<file path="src/rtl/qp_pkg.sv">
package qp_pkg;
    localparam int unsigned QP_DATA_W = 64;
    localparam int unsigned QP_GRP_W  = 16;
    localparam int unsigned QP_SUBS   = 4;

    function automatic int unsigned qp_groups(input int unsigned data_w, input int unsigned grp_w);
        return data_w / grp_w;
    endfunction
endpackage

</file>
<file path="src/rtl/qp_grp_enc.sv">
module qp_grp_enc #(
    parameter int unsigned GRP_W = qp_pkg::QP_GRP_W
) (
    input  logic [GRP_W-1:0] word_i,
    output logic [GRP_W-1:0] pins_n_o,
    output logic             flag_n_o
);
    localparam int unsigned CNT_W = $clog2(GRP_W + 1);
    localparam int unsigned HALF  = GRP_W / 2;

    logic [CNT_W-1:0] lows;
    logic             flip;

    // a logical one is an electrical low, so ones count the low lines
    always_comb begin
        lows = '0;
        for (int i = 0; i < GRP_W; i++) begin
            lows = lows + CNT_W'(word_i[i]);
        end
        flip     = (lows > CNT_W'(HALF));
        pins_n_o = flip ? word_i : ~word_i;
        flag_n_o = ~flip;
    end
endmodule

</file>
<file path="src/rtl/qp_tx.sv">
module qp_tx #(
    parameter int unsigned DATA_W = qp_pkg::QP_DATA_W,
    parameter int unsigned GRP_W  = qp_pkg::QP_GRP_W,
    parameter int unsigned SUBS   = qp_pkg::QP_SUBS
) (
    input  logic                     clk,
    input  logic                     rst_n,
    input  logic                     load_i,
    input  logic [SUBS*DATA_W-1:0]   words_i,
    output logic [$clog2(SUBS)-1:0]  slot_o,
    output logic [DATA_W-1:0]        data_n_o,
    output logic [DATA_W/GRP_W-1:0]  inv_n_o,
    output logic                     ready_n_o,
    output logic                     busy_n_o
);
    localparam int unsigned NG   = qp_pkg::qp_groups(DATA_W, GRP_W);
    localparam int unsigned PH_W = $clog2(SUBS);
    localparam int unsigned HALF = GRP_W / 2;
    localparam logic [PH_W-1:0] LAST = PH_W'(SUBS - 1);

    typedef struct packed {
        logic [PH_W-1:0]        ph;
        logic                   act;
        logic                   busy;
        logic [SUBS*DATA_W-1:0] hold;
        logic [DATA_W-1:0]      pins_n;
        logic [NG-1:0]          flags_n;
    } tx_st_t;

    tx_st_t            st_d, st_q;
    logic [DATA_W-1:0] sel_word;
    logic [DATA_W-1:0] enc_pins;
    logic [NG-1:0]     enc_flags;
    logic              nxt_act;

    for (genvar g = 0; g < NG; g++) begin : g_enc
        qp_grp_enc #(.GRP_W(GRP_W)) u_enc (
            .word_i   (sel_word[g*GRP_W +: GRP_W]),
            .pins_n_o (enc_pins[g*GRP_W +: GRP_W]),
            .flag_n_o (enc_flags[g])
        );
    end

    always_comb begin
        st_d = st_q;
        if (st_q.ph == LAST) begin
            st_d.ph  = '0;
            nxt_act  = load_i;
            sel_word = words_i[DATA_W-1:0];
            if (load_i) begin
                st_d.hold = words_i;
            end
        end else begin
            st_d.ph  = st_q.ph + 1'b1;
            nxt_act  = st_q.act;
            sel_word = st_q.hold[(int'(st_q.ph) + 1)*DATA_W +: DATA_W];
        end
        st_d.act     = nxt_act;
        st_d.busy    = nxt_act | st_q.act;
        st_d.pins_n  = nxt_act ? enc_pins  : '1;
        st_d.flags_n = nxt_act ? enc_flags : '1;
    end

    always_ff @(posedge clk or negedge rst_n) begin
        if (!rst_n) begin
            st_q.ph      <= '0;
            st_q.act     <= 1'b0;
            st_q.busy    <= 1'b0;
            st_q.hold    <= '0;
            st_q.pins_n  <= '1;
            st_q.flags_n <= '1;
        end else begin
            st_q <= st_d;
        end
    end

    assign slot_o    = st_q.ph;
    assign data_n_o  = st_q.pins_n;
    assign inv_n_o   = st_q.flags_n;
    assign ready_n_o = ~st_q.act;
    assign busy_n_o  = ~st_q.busy;

    for (genvar g = 0; g < NG; g++) begin : g_chk
        p_low_limit_r5: assert property (@(posedge clk) disable iff (!rst_n)
            $countones(~st_q.pins_n[g*GRP_W +: GRP_W]) <= HALF);
        p_flag_heavy_r3: assert property (@(posedge clk) disable iff (!rst_n)
            !st_q.flags_n[g] |-> ($countones(st_q.pins_n[g*GRP_W +: GRP_W]) > HALF));
    end

    p_ready_in_busy_r7: assert property (@(posedge clk) disable iff (!rst_n)
        !ready_n_o |-> !busy_n_o);
    p_busy_tail_r7: assert property (@(posedge clk) disable iff (!rst_n)
        $rose(ready_n_o) |-> !busy_n_o);
    p_frame_align_r6: assert property (@(posedge clk) disable iff (!rst_n)
        $fell(ready_n_o) |-> (slot_o == '0));
endmodule

</file>
<file path="src/rtl/qp_rx.sv">
module qp_rx #(
    parameter int unsigned DATA_W = qp_pkg::QP_DATA_W,
    parameter int unsigned GRP_W  = qp_pkg::QP_GRP_W,
    parameter int unsigned SUBS   = qp_pkg::QP_SUBS
) (
    input  logic                     clk,
    input  logic                     rst_n,
    input  logic                     cap_en_i,
    input  logic [DATA_W-1:0]        data_n_i,
    input  logic [DATA_W/GRP_W-1:0]  inv_n_i,
    input  logic                     ready_n_i,
    output logic                     valid_o,
    output logic [SUBS*DATA_W-1:0]   words_o
);
    localparam int unsigned NG   = qp_pkg::qp_groups(DATA_W, GRP_W);
    localparam int unsigned PH_W = $clog2(SUBS);
    localparam logic [PH_W-1:0] LAST = PH_W'(SUBS - 1);

    typedef struct packed {
        logic [PH_W-1:0]        cnt;
        logic                   valid;
        logic [SUBS*DATA_W-1:0] hold;
        logic [SUBS*DATA_W-1:0] out;
    } rx_st_t;

    rx_st_t            st_d, st_q;
    logic [DATA_W-1:0] restored;
    logic              take;

    always_comb begin
        for (int g = 0; g < NG; g++) begin
            restored[g*GRP_W +: GRP_W] = inv_n_i[g] ? ~data_n_i[g*GRP_W +: GRP_W]
                                                    :  data_n_i[g*GRP_W +: GRP_W];
        end
        take       = cap_en_i & ~ready_n_i;
        st_d       = st_q;
        st_d.valid = 1'b0;
        if (take) begin
            st_d.hold[int'(st_q.cnt)*DATA_W +: DATA_W] = restored;
            if (st_q.cnt == LAST) begin
                st_d.cnt   = '0;
                st_d.valid = 1'b1;
                st_d.out   = st_d.hold;
            end else begin
                st_d.cnt = st_q.cnt + 1'b1;
            end
        end
    end

    always_ff @(posedge clk or negedge rst_n) begin
        if (!rst_n) begin
            st_q <= '0;
        end else begin
            st_q <= st_d;
        end
    end

    assign valid_o = st_q.valid;
    assign words_o = st_q.out;

    p_valid_pulse_r9: assert property (@(posedge clk) disable iff (!rst_n)
        valid_o |=> !valid_o);
    p_ignore_idle_r10: assert property (@(posedge clk) disable iff (!rst_n)
        (!cap_en_i || ready_n_i) |=> ($stable(st_q.cnt) && !valid_o));
endmodule

</file>
<file path="src/rtl/qp_bus_port.sv">
module qp_bus_port #(
    parameter int unsigned DATA_W = qp_pkg::QP_DATA_W,
    parameter int unsigned GRP_W  = qp_pkg::QP_GRP_W,
    parameter int unsigned SUBS   = qp_pkg::QP_SUBS
) (
    input  logic                     clk,
    input  logic                     rst_n,
    input  logic                     tx_load,
    input  logic [SUBS*DATA_W-1:0]   tx_words,
    output logic [$clog2(SUBS)-1:0]  tx_slot,
    output logic [DATA_W-1:0]        bus_data_n,
    output logic [DATA_W/GRP_W-1:0]  bus_inv_n,
    output logic                     bus_ready_n,
    output logic                     bus_busy_n,
    input  logic                     rx_cap_en,
    input  logic [DATA_W-1:0]        rx_data_n,
    input  logic [DATA_W/GRP_W-1:0]  rx_inv_n,
    input  logic                     rx_ready_n,
    output logic                     rx_valid,
    output logic [SUBS*DATA_W-1:0]   rx_words
);
    qp_tx #(.DATA_W(DATA_W), .GRP_W(GRP_W), .SUBS(SUBS)) u_tx (
        .clk       (clk),
        .rst_n     (rst_n),
        .load_i    (tx_load),
        .words_i   (tx_words),
        .slot_o    (tx_slot),
        .data_n_o  (bus_data_n),
        .inv_n_o   (bus_inv_n),
        .ready_n_o (bus_ready_n),
        .busy_n_o  (bus_busy_n)
    );

    qp_rx #(.DATA_W(DATA_W), .GRP_W(GRP_W), .SUBS(SUBS)) u_rx (
        .clk       (clk),
        .rst_n     (rst_n),
        .cap_en_i  (rx_cap_en),
        .data_n_i  (rx_data_n),
        .inv_n_i   (rx_inv_n),
        .ready_n_i (rx_ready_n),
        .valid_o   (rx_valid),
        .words_o   (rx_words)
    );
endmodule

</file>
<file path="config.mk">
export PLATFORM = sky130hd
export DESIGN_NAME = qp_bus_port
export DESIGN_NICKNAME = d
export VERILOG_FILES = /design/src/rtl/qp_pkg.sv /design/src/rtl/qp_grp_enc.sv /design/src/rtl/qp_tx.sv /design/src/rtl/qp_rx.sv /design/src/rtl/qp_bus_port.sv
export SDC_FILE = /design/constraint.sdc
export NUM_CORES = 2
export LEC_CHECK = 0
export BUFFER_PORTS_ARGS = -buffer_cell sky130_fd_sc_hd__buf_2
export CAP_MARGIN = 15
export CORE_MARGIN = 5
export CORE_UTILIZATION = 40
export CTS_CLUSTER_DIAMETER = 150
export DETAILED_ROUTE_END_ITERATION = 6
export GPL_TIMING_DRIVEN = 0
export SYNTH_ARGS = -nofsm -noshare
export SYNTH_HDL_FRONTEND = slang
export SYNTH_SLANG_ARGS = --single-unit
</file>
<file path="constraint.sdc">
create_clock -name clk -period 6.32 [get_ports clk]
set_clock_uncertainty 0.1 [all_clocks]
set_input_delay 1.264 -clock clk [delete_from_list [all_inputs] [get_ports clk]]
set_output_delay 1.264 -clock clk [all_outputs]
set_load 0.01 [all_outputs]
</file>
---- After elaboration in Yosys (flattened, before gate mapping) ----
Index checks and enable logic that the tools add are counted.
cells by class
  add/subtract/negate cells ............... 64
  magnitude comparators ................... 4
  equality and inequality tests ........... 2
  shifts and indexed selects .............. 3
  multiplexer cells ....................... 18
  bitwise gates (word level) .............. 17
  reduce and logical (&&, ||, !) cells .... 2
operators with widths
  operator                                                        count
  two-way mux 513 bit                                             1
  bitwise mux 256 bit                                             1
  two-way mux 256 bit                                             1
  variable shift 64 x 34 -> 256 bit (first input constant)        1
  indexed part select 256 x 33 -> 64 bit                          1
  indexed part select 64 x 34 -> 256 bit                          1
  adder 5 x 1 -> 5 bit                                            44
  two-way mux 16 bit                                              8
  two-way mux 64 bit                                              2
  inverter 16 bit                                                 8
  negation 8 -> 34 bit                                            1
  adder 4 x 1 -> 5 bit                                            4
  greater-than comparator 5 x 4 -> 1 bit (second input constant)  4
  adder 3 x 1 -> 4 bit                                            4
  adder 2 x 1 -> 3 bit                                            4
  adder 1 x 1 -> 2 bit                                            4
  inverter 1 bit                                                  7
  adder 2 x 1 -> 2 bit (second input constant)                    2
  equality test 2 bit (second input constant)                     2
  two-way mux 2 bit                                               2
  two-way mux 4 bit                                               1
  AND reduction 2 bit                                             2
  adder 2 x 1 -> 3 bit (second input constant)                    1
  two-way mux 1 bit                                               2
  other kinds (2)                                                 2
storage, ports and cells
  bits in registers ....................... 843
  output and inout bits ................... 329
  word-level logic and storage cells ...... 120

---- Logic depth before layout (Yosys ltp) ----
  depth after elaboration ................. 21
  gate-level depth with buffers ........... 22
  gate-level depth less buffers ........... 18

---- By module ----
From an unflattened synthesis, not the netlist that was laid out.
second synthesis, totals
  cell total of the unflattened synthesis .. 3261
  area, all modules ....................... 39231.4 sq um
modules (own cells, without submodules)
  module                                instances  cells each  area each (sq um)
  qp_rx                                 1          2146        24249.5
  qp_tx                                 1          865         12585.8
  qp_grp_enc (u_tx.g_enc[1].u_enc ...)  3          62          578.1
  qp_grp_enc (u_tx.g_enc[0].u_enc)      1          64          661.9

---- Worst setup path before layout ----
Ideal clock, no wire load.
  path kind ............................... reg2reg
  start ................................... register u_tx.st_q (netlist bit u_tx.slot_o[0])
  end ..................................... register u_tx.st_q (netlist bit u_tx.data_n_o[53])
  setup time .............................. 90 ps
  arrival ................................. 5500 ps
  data required time ...................... 6130 ps
  setup slack ............................. 630 ps
  stages on the path, launching flop included .. 22
  clock period less this slack ............ 5690 ps
  path through ............................ dfrtp_1 > ha_1 > buf_2 > inv_2 > buf_1 > o21bai_2 > fa_1 > fa_1 > inv_1 > fa_1 > inv_1 > fa_1 > inv_1 > ha_1 > inv_1 > fa_1 > nor4bb_1 > nor3_1 > o211ai_2 > buf_4 > xor2_1 > nand2_1
RTL lines
  element                   RTL line     text
  start: declaration        qp_tx.sv:30  tx_st_t st_d, st_q;
  start signal: assignment  qp_tx.sv:73  st_q <= st_d;

==> summary.txt <==
Drt
  – Initial drt markers: 2254
  – DRC violation count after routing: 0
  – Drt wl/cell: 23.3 µm
  – DRT Wirelength: 131000 µm
  – Pre-antenna DRT Iters: 7
  – ANT nets after route: 0
  – Via count: between 20k and 30k
  – Vias per inst: 5.25

Logic synthesis
  – Syn Std Cell Area: between 30000 and 40000 µm²
  – Synth top cells by count: dfrtp_1, nor2_1, buf_4, nand2_1, a221oi_1
  – Async SR Flop Fraction: 1.00
  – Count leader, synth: dfrtp_1
  – Mean Syn Cell Area: 10.7 µm²
  – Synth Flop Type: dfrtp_1
  – Biggest area consumer among synthesized cells: dfrtp_1
  – Post-synth top area share: 0.475
  – Post-Syn Instances: around 3.5k
  – Yosys reg bits: 779
  – Largest cells by area after synthesis: dfrtp_1, a221oi_1, buf_4
  – Synth cell types: 50
  – Post-synth EDFFs: 0
  – Yosys Warn Count: 0
  – Synthesized Nets: a little under 4k
  – Register area share after synthesis: 0.523

Setup path
  – CP max stage delay: 0.52 ns
  – R2r setup slk: 0.24 ns
  – Worst R2R End: u_tx.data_n_o[26]
  – Crit-path cells: ha_1 > buf_2 > clkbuf_4 > buf_2 > a221oi_1 > o21bai_2 > fa_1 > fa_1 > inv_1 > fa_1 > inv_1 > fa_1 > inv_1 > ha_1 > inv_1 > fa_1 > nor4bb_1 > nor3_1 > o211ai_4 > buf_6 > xor2_1 > nand2_1
  – Reg2Reg Launch Point: u_tx.slot_o[0]
  – Worst setup SP type: register
  – WP data required: 6.79 ns
  – Reg2Reg Depth: 22
  – Crit path max fanout: 10
  – Most used cell, CP: fa_1
  – Setup CP Type: register to register
  – Slowest CP cell: fa_1
  – Worst Setup End Kind: register
  – Worst EP arrival: roughly 6.6 ns

Finish
  – Multi-input gate area: 14200 µm²
  – Nets@finish: 4664
  – Non-Filler Instances: roughly 5.6k
  – P&R area growth vs syn: 22.3%
  – Design area: 45800 µm²
  – Layout cells sized above 1: 0.354
  – Register area: 19600 µm²
  – FILL cells: 8748

STA
  – Final TNS setup: 0 ns
  – Endpoints failing setup: 0
  – Max_slew headroom: 0.290
  – Max Fclk: between 150 and 200 MHz
  – Least-Margin Pin Slew: around 1.1 ns
  – Final Max Slew Viols: 0
  – Final period util: 0.963
  – Fin crit period: about 6 ns
  – Final hold viol count: 0
  – RSZ-0062 raised after global routing: no

GRT
  – First-pass GRT wire length: 193000 µm
  – Largest net degree at the start of global routing: 119
  – Gr ovfl total: 0
  – Vias in the first global route: approximately 30k
  – GRT Overall Usage: 0.257
  – Initial antenna violation count: 39

Floorplan
  – Initial Utilization: 0.402
  – Die H: 316 µm
  – IO Pins: approximately 660
  – Row Count: 112
  – DIE WIDTH: 316 µm
  – Core box area: 93200 µm²
  – Die ar.: 99900 µm²

Run
  – Max Cap Viol: 0

Pwr
  – Total power: approximately 22 mW
  – P_leak: 21.5 nW
  – Cell Pwr Density: 490 nW/µm²
  – Max IR drop VDD: 0.000239 V

Place
  – Placed cell count: 5425
  – Dpl hpwl: 101000 µm
  – Routability Congestion: 0.914
  – Port Buf Inserts: 653
  – Placed instance area: 42500 µm²

Status
  – Status: completed

Clocking
  – CTS Buf Count: 88
  – Count of hold-fix buffers inserted at cts: 0
  – Clk buf depth: 3
  – TritonCTS clock tree: yes
  – H-tree depth: 3
  – CTS Root Cell: clkbuf_16
  – Clock transition at path regs: about 0.06 ns
  – CTS sink cnt: 779
  – Worst skew pair latency: roughly 0.70 ns

Worst hold path
  – Critical hold path startpoint: u_rx.st_q[377]
  – Hold depth: 2
  – Tightest Hold Check Type: register to register
  – Hold EP: u_rx.st_q[377]
per-stage QoR:
step                      hold WS, ns  setup slack, ns  utilization
after floorplan                 0.350            0.630            -
after global placement          0.360           -13.29        0.454
after detailed placement        0.370           -0.605        0.456
after CTS                       0.375           0.0957        0.490
after global routing            0.393           0.0261        0.491
final                           0.378            0.235        0.492
sequential cells by signal (all words and copies together), names as in the netlist:
register,cells
u_tx.inv_n_o,4
u_rx.valid_o,1
u_rx.words_o,256
u_rx.st_q,258
u_tx.slot_o,2
u_tx.data_n_o,64
u_tx.st_q,194
where the power goes:
group | internal [mW] | total [mW] | switching (mW)
combinational | 4.26 | 9.25 | 4.99
sequential | 6.88 | 7.87 | 0.989
clock | 3.14 | 5.34 | 2.20
total | 14.3 | 22.5 | 8.18
critical path: cells and delay by family, from the launching register on:
kind            cells  cell delay (ns)
flops               1             0.44
buf+inv             8             1.01
simple gates        3             0.42
fa+ha+maj           7             2.77
compound gates      3             1.04
xor+xnor            1             0.17
worst max path at each step:
stage	from	end	slack [ns]	depth (start not counted)
after floorplan	u_tx.slot_o[0]	u_tx.data_n_o[53]	0.63	21
after global placement	rst_n	u_tx.st_q[247]	-13.29	1
after detailed placement	u_tx.slot_o[0]	u_tx.data_n_o[50]	-0.60	22
after CTS	u_tx.slot_o[0]	u_tx.data_n_o[28]	0.1	22
after global routing	u_tx.slot_o[1]	u_tx.data_n_o[59]	0.03	22
final	u_tx.slot_o[0]	u_tx.data_n_o[26]	0.24	22
layer usage:
layer | part of all wire | routed length (µm) | up-vias | GRT usage
met5 | 0.0016 | 212 | - | 0
met2 | 0.50 | 64900 | 1117 | 0.444
li1 | - | - | 13336 | -
met4 | 0.038 | 4920 | 34 | 0.0904
met1 | 0.39 | 50800 | 14712 | 0.318
met3 | 0.077 | 10100 | 260 | 0.0577
area by class of cell:
type / instances / share of cell area
sequential: 779 / 0.427
multi-input combinational: 2076 / 0.310
buffer: 575 / 0.0775
timing repair buffer: 667 / 0.0769
clock buffer: 132 / 0.0563
tap: 1254 / 0.0342
clock inverter: 30 / 0.0103
inverter: 81 / 0.00663
antenna: 19 / 0.00104
what timing repair did:
item / CTS / global route
pin swaps: 2 / 1
setup buffers: 5 / 2
resized for setup: 12 / 33
endpoints found under the setup margin: 63 / 60
cells by family after synthesis:
kind of cell               synth area share
and+or+nand+nor                      0.0948
DFF                                   0.523
AOI/OAI and AO/OA                     0.131
buffers and inverters                 0.102
muxes                                0.0778
xor gates and xnor gates             0.0411
adders and majority gates            0.0304
placed cells by master, fill, tap and decap left out, types with 6 or more instances in the layout:
cell       netlist  layout
nor2_1         532     532
inv_1           76      76
nand2_1        324     324
buf_16           0       7
clkinv_2         0      11
bufinv_16        0       7
o21bai_2        38      34
mux2_1          52      51
buf_4          327     334
fa_1            40      40
diode_2          0      19
a211oi_1        13      13
mux2_2         201     202
xor2_1         104     103
xnor2_1         72      72
clkbuf_2         0       6
and4_1          13      13
o21ai_1         17      17
buf_6            8       8
buf_2           58     712
clkbuf_8         0      19
buf_1           24      18
dfrtp_1        711     709
clkbuf_16        0      89
a21oi_1         15      15
a221oi_1       305     301
o21ai_0        258     258
ha_1            27      27
dfstp_2         68      68
clkbuf_1       158     176
a221o_1         13      13
nor3_1           7       6
Power figures use the tool's default switching activity.
